$ cat src/rtl/sst_pkg.sv
package sst_pkg;
  // Fixed header ahead of the frame number in a sync word
  localparam int HDR_BITS = 8;

  typedef struct packed {
    logic idle;        // line disabled this cycle
    logic firstHalf;   // edge starts a new bit
    logic secondHalf;  // edge starts the inverted half
    logic shift;       // launch next word bit
    logic load;        // capture a new request
    logic loadDv;      // captured request is a full word
  } sstCtl_t;
endpackage

$ cat src/rtl/sst_ctrl.sv
module sst_ctrl
  import sst_pkg::*;
#(
  parameter int FRAME_W = 32
) (
  input  logic    clk,
  input  logic    rstN,
  input  logic    outEn,
  input  logic    arzStb,
  input  logic    dvSel,
  output sstCtl_t ctl,
  output logic    busy
);
  localparam int WORD_LEN = HDR_BITS + FRAME_W;
  localparam int CNT_W = $clog2(WORD_LEN + 1);
  localparam logic [CNT_W-1:0] FULL_CNT = CNT_W'(WORD_LEN);
  localparam logic [CNT_W-1:0] ONE_CNT = CNT_W'(1);

  logic             phase;
  logic [CNT_W-1:0] bitsLeft;

  always_comb begin
    ctl.idle       = !outEn;
    ctl.firstHalf  = outEn && !phase;
    ctl.secondHalf = outEn && phase;
    ctl.shift      = outEn && !phase && (bitsLeft != '0);
    ctl.load       = outEn && arzStb && (bitsLeft == '0);
    ctl.loadDv     = dvSel;
  end

  assign busy = (bitsLeft != '0);

  always_ff @(posedge clk) begin
    if (!rstN || !outEn) begin
      phase    <= 1'b0;
      bitsLeft <= '0;
    end else begin
      phase <= !phase;
      if (ctl.load)
        bitsLeft <= dvSel ? FULL_CNT : ONE_CNT;
      else if (ctl.shift)
        bitsLeft <= bitsLeft - ONE_CNT;
    end
  end


  cnt_range_chk: assert property (@(posedge clk) disable iff (!rstN)
    bitsLeft <= FULL_CNT);


  busy_ignore_chk: assert property (@(posedge clk) disable iff (!rstN)
    (busy && arzStb && outEn) |=> (bitsLeft <= $past(bitsLeft)));


  single_launch_chk: assert property (@(posedge clk) disable iff (!rstN)
    ctl.shift |=> !ctl.shift);
endmodule

$ cat src/rtl/sst_dpath.sv
module sst_dpath
  import sst_pkg::*;
#(
  parameter int FRAME_W = 32
) (
  input  logic               clk,
  input  logic               rstN,
  input  sstCtl_t            ctl,
  input  logic               freeRun,
  input  logic               dvErr,
  input  logic [FRAME_W-1:0] frameNum,
  output logic               lineOut
);
  localparam int WORD_LEN = HDR_BITS + FRAME_W;
  localparam logic [WORD_LEN-1:0] ARZ_ONLY = {{(WORD_LEN-1){1'b1}}, 1'b0};

  logic [WORD_LEN-1:0] word;
  logic [WORD_LEN-1:0] shreg;
  logic                curBit;
  logic                nextBit;

  // header: [1:0] zero, [2] one, [3] mode, [4] error, [7:5] ones
  assign word[HDR_BITS-1:0] = {3'b111, dvErr, freeRun, 1'b1, 2'b00};

  // frame number reversed so its MSB leaves first
  for (genvar gi = 0; gi < FRAME_W; gi++) begin : g_rev
    assign word[HDR_BITS+gi] = frameNum[FRAME_W-1-gi];
  end

  assign nextBit = ctl.shift ? shreg[0] : 1'b1;

  always_ff @(posedge clk) begin
    if (!rstN || ctl.idle)
      shreg <= '1;
    else if (ctl.load)
      shreg <= ctl.loadDv ? word : ARZ_ONLY;
    else if (ctl.shift)
      shreg <= {1'b1, shreg[WORD_LEN-1:1]};
  end

  always_ff @(posedge clk) begin
    if (!rstN || ctl.idle) begin
      lineOut <= 1'b0;
      curBit  <= 1'b1;
    end else if (ctl.firstHalf) begin
      lineOut <= nextBit;
      curBit  <= nextBit;
    end else if (ctl.secondHalf) begin
      lineOut <= !curBit;
    end
  end


  manch_flip_chk: assert property (@(posedge clk) disable iff (!rstN)
    ctl.secondHalf |=> (lineOut != $past(lineOut)));


  idle_quiet_chk: assert property (@(posedge clk) disable iff (!rstN)
    ctl.idle |=> !lineOut);


  lead_zero_chk: assert property (@(posedge clk) disable iff (!rstN)
    ctl.load |=> !shreg[0]);
endmodule

$ cat src/rtl/sync_stream_tx.sv
module sync_stream_tx
  import sst_pkg::*;
#(
  parameter int FRAME_W = 32
) (
  input  logic               clk,
  input  logic               rstN,
  input  logic               outEn,
  input  logic               arzStb,
  input  logic               dvSel,
  input  logic               freeRun,
  input  logic               dvErr,
  input  logic [FRAME_W-1:0] frameNum,
  output logic               lineOut,
  output logic               busy
);
  sstCtl_t ctl;

  sst_ctrl #(.FRAME_W(FRAME_W)) uCtrl (
    .clk    (clk),
    .rstN   (rstN),
    .outEn  (outEn),
    .arzStb (arzStb),
    .dvSel  (dvSel),
    .ctl    (ctl),
    .busy   (busy)
  );

  sst_dpath #(.FRAME_W(FRAME_W)) uDpath (
    .clk      (clk),
    .rstN     (rstN),
    .ctl      (ctl),
    .freeRun  (freeRun),
    .dvErr    (dvErr),
    .frameNum (frameNum),
    .lineOut  (lineOut)
  );


  reset_quiet_chk: assert property (@(posedge clk)
    !rstN |=> (!lineOut && !busy));
endmodule

$ cat config.mk
export PLATFORM = sky130hd
export DESIGN_NAME = sync_stream_tx
export DESIGN_NICKNAME = d
export VERILOG_FILES = /design/src/rtl/sst_pkg.sv /design/src/rtl/sst_ctrl.sv /design/src/rtl/sst_dpath.sv /design/src/rtl/sync_stream_tx.sv
export SDC_FILE = /design/constraint.sdc
export NUM_CORES = 1
export LEC_CHECK = 0
export CAP_MARGIN = 5
export CORE_ASPECT_RATIO = 0.5
export CORE_MARGIN = 4
export CORE_UTILIZATION = 55
export CTS_CLUSTER_DIAMETER = 150
export DETAILED_ROUTE_END_ITERATION = 8
export PLACE_DENSITY = 0.84
export SLEW_MARGIN = 20
export SYNTH_ARGS = -nofsm -noshare
export SYNTH_HDL_FRONTEND = slang
export SYNTH_HIERARCHICAL = 1
export SYNTH_SLANG_ARGS = --single-unit
$ cat constraint.sdc
create_clock -name clk -period 3.79 [get_ports clk]
set_input_delay 0.758 -clock clk [delete_from_list [all_inputs] [get_ports clk]]
set_output_delay 0.758 -clock clk [all_outputs]
set_load 0.1 [all_outputs]
==> reports/qor.txt <==
leading post-synthesis cells by cell area -> dfxtp_1, mux2i_1, a2bb2oi_1
Period minus WS final -> 2.662 ns
outcome -> finished, final reports clean
Synth top cells by count -> dfxtp_1, mux2i_1, a2bb2oi_1, buf_6, nand2_1
CTS tree -> done
ANT nets after route -> 0
count leader, synth -> dfxtp_1
Post-Syn Instances -> 190
Starting Density -> 60.21%
number of port buffers -> 40
Worst Tran Pin Value -> 0.9862 ns
setup TNS -> 0 ns
slowest CP cell -> or3b_4
CP cell instances -> inv_1 > ha_1 > or3b_4 > nor3_4 > inv_1 > buf_4
vias after detailed routing -> 1568
CTS max path bufs -> 2
Avg Vias per Cell -> 5.600
synth unique cells -> 36
Hold Crit Depth -> 2
largest net degree at the start of global routing -> 32
routed wire length per instance -> 15.34 um
skew final -> 0.007142 ns
family with the most delay on the worst path -> simple AND/OR/NAND/NOR gates
Root Buffer -> clkbuf_8
relative slew slack -> 34.05%
hold endpoint -> uDpath/shreg[7]
# fillers -> 253
placed cell count -> 272
Core Rows -> 15
diode count -> 0
clock share of power -> 33.7%
WP buf/inv -> 3
CP dominant cell by count -> inv_1
Layout area overhead -> 22.83%
Die Width -> 97.05 um
Mean Syn Cell Area -> 11.48 um2
H-tree depth -> 2
critical path endpoint category -> output pin
final hold viol count -> 0
die height -> 52.53 um
Worst Hold Class -> reg -> reg
DRC -> 0
final setup fails -> 0
setup slack at placement -> 0.9403 ns
critical path required time -> 3.03 ns
RD Place Congestion -> 0.9289
worst setup margin -> 1.128 ns
number of flops mapped to enable cells by yosys -> 0
total length of routed wires -> 4.295 mm
num ports -> 41
total track usage -> 18.11%
peak supply drop -> 0.2581 mV
Comb pwr share -> 17.9%
post_cts resized -> 0
highest fanout seen on the critical path -> 5
DR iter-0 viols -> 48
number of global-route vias before repair -> 1502
CTS Buf Count -> 5
FMAX -> 375.7 MHz
FF-to-FF setup slack -> 1.47 ns
Pins Over Slew Limit -> 0
async set or reset register ratio after synthesis -> 0%
Final Cycle Share -> 70.23%
initial antenna violation count -> 0
yosys warns -> 6
Synth Flop Type -> dfxtp_1
Seq/Total Area, Yosys -> 44.98%
Seq. cell area -> 980.9 um2
Crit Path Class -> reg -> out
Pwr Density -> 411.7 mW/mm2
Mapped Area -> 0.002181 mm2
latest clock arrival within the worst-skew pair -> 0.30 ns
area of the multi-input gates -> 0.001052 mm2
Synthesized Nets -> 230
Sequential Power Share -> 48.4%
Synth area leader -> dfxtp_1
nets -> 268
HPWL Detailed -> 2.945 mm
Internal -> 0.8233 mW
Worst Setup SP -> uCtrl/bitsLeft[0]
WP data arrival -> 1.90 ns
Die Area -> 0.005098 mm2
RSZ-0062 raised after global routing -> false
cts hold-fix bufs -> 0
max-cap violations -> 0
cell leakage power -> 1.015 nW
GR Overflow Total -> 0
CP Launch Type -> flop
hold wc startpoint -> uDpath/shreg[7]
max incr delay on CP -> 0.45 ns
number of cells on the worst reg-to-reg path -> 7
Worst R2R Start -> uCtrl/bitsLeft[0]
setup bufs post-CTS -> 0
drt first pass iters -> 4
first-pass GRT wire length -> 7.231 mm
share of cells above drive strength 1 -> 10.04%
Switching Fraction -> 25.35%
fin cells -> 280
register bit total from synthesis -> 49
top-area cell type share of the netlist area -> 44.98%
core box area -> 0.003622 mm2
r2r endpoint -> uDpath/shreg[9]
Clock transition at path regs -> 0.09 ns
Sw Pwr -> 0.2796 mW
CTS sink cnt -> 49
-- state kept, by name (all words and copies together) (netlist names) --
| name | cells |
|---|---|
| uCtrl/bitsLeft | 6 |
| uCtrl/phase | 1 |
| uDpath/curBit | 1 |
| uDpath/lineOut | 1 |
| uDpath/shreg | 40 |
-- cells in the final DEF (no fill, tap or decap), drive strengths merged, types with 2 or more instances in the layout --
cell type,synthesis,layout
a2bb2oi,33,33
mux2i,40,40
inv,6,6
buf,14,6
nand2,7,7
a311oi,2,2
nand2b,2,2
a21oi,3,3
nor2,2,2
o21ai,3,3
and2,2,2
clkbuf,0,6
dfxtp,49,49
nor2b,3,3
clkdlybuf4s50,0,39
a211oi,3,3
nor3,3,3
-- tightest hold or removal path: cells and delay by family (launching register included) --
family	cells	cell delay (ns)
flops	1	0.34
simple gates	1	0.06
mux	1	0.06
-- layer usage --
layer  track usage, %  wire length, um  vias to the layer above
li1                 -                -                      786
met1            23.32             2045                      739
met2            29.22             1986                       38
met3            5.578              222                        5
met4            6.294               40                        0
met5                0                0                        -
-- stage by stage --
| step | power [mW] | hold WS, ns | util, % | area, um2 |
|---|---|---|---|---|
| floorplan | 0.6865 | 0.4401 | - | 2181 |
| global placement | 0.7395 | 0.4560 | 70.88 | 2567 |
| detailed placement | 0.7409 | 0.4614 | 70.88 | 2567 |
| CTS | 1.107 | 0.4796 | 73.96 | 2679 |
| global route | 1.149 | 0.5246 | 73.96 | 2679 |
| finish | 1.103 | 0.4848 | 73.96 | 2679 |
-- area by class of cell --
class / instances / area share (%)
clock buffers: 6 / 2.709
well taps: 51 / 2.382
repair buffers: 45 / 16.72
multi-input cells: 121 / 39.28
flip-flops and latches: 49 / 36.62
inverters: 6 / 0.8407
clock inverters: 2 / 1.448
-- how the worst max path moves through the flow --
stage / endpoint / depth (start not counted)
floorplan: busy / 5
global placement: uCtrl/bitsLeft[3] / 7
detailed placement: uCtrl/bitsLeft[3] / 7
CTS: busy / 6
global route: busy / 6
finish: busy / 6
-- kinds of logic (layout without fill, tap and decap cells) --
family | Yosys count | count (layout) | synth area share (%)
xor gates and xnor gates | 2 | 2 | 0.8034
DFF | 49 | 49 | 44.98
muxes | 40 | 40 | 18.36
AOI/OAI and AO/OA | 51 | 51 | 19.22
buffers and inverters | 20 | 59 | 7.114
and+or+nand+nor | 27 | 27 | 8.951
adders and majority gates | 1 | 1 | 0.5736
-- power by group through the flow --
stage | Sequential (mW) | Clock (mW) | Combinational (mW)
global placement | 0.546 | 0 | 0.194
detailed placement | 0.546 | 0 | 0.195
global route | 0.536 | 0.403 | 0.209
finish | 0.534 | 0.372 | 0.197
CTS | 0.534 | 0.376 | 0.197
floorplan | 0.548 | 0 | 0.139
Power figures use the tool's default switching activity.
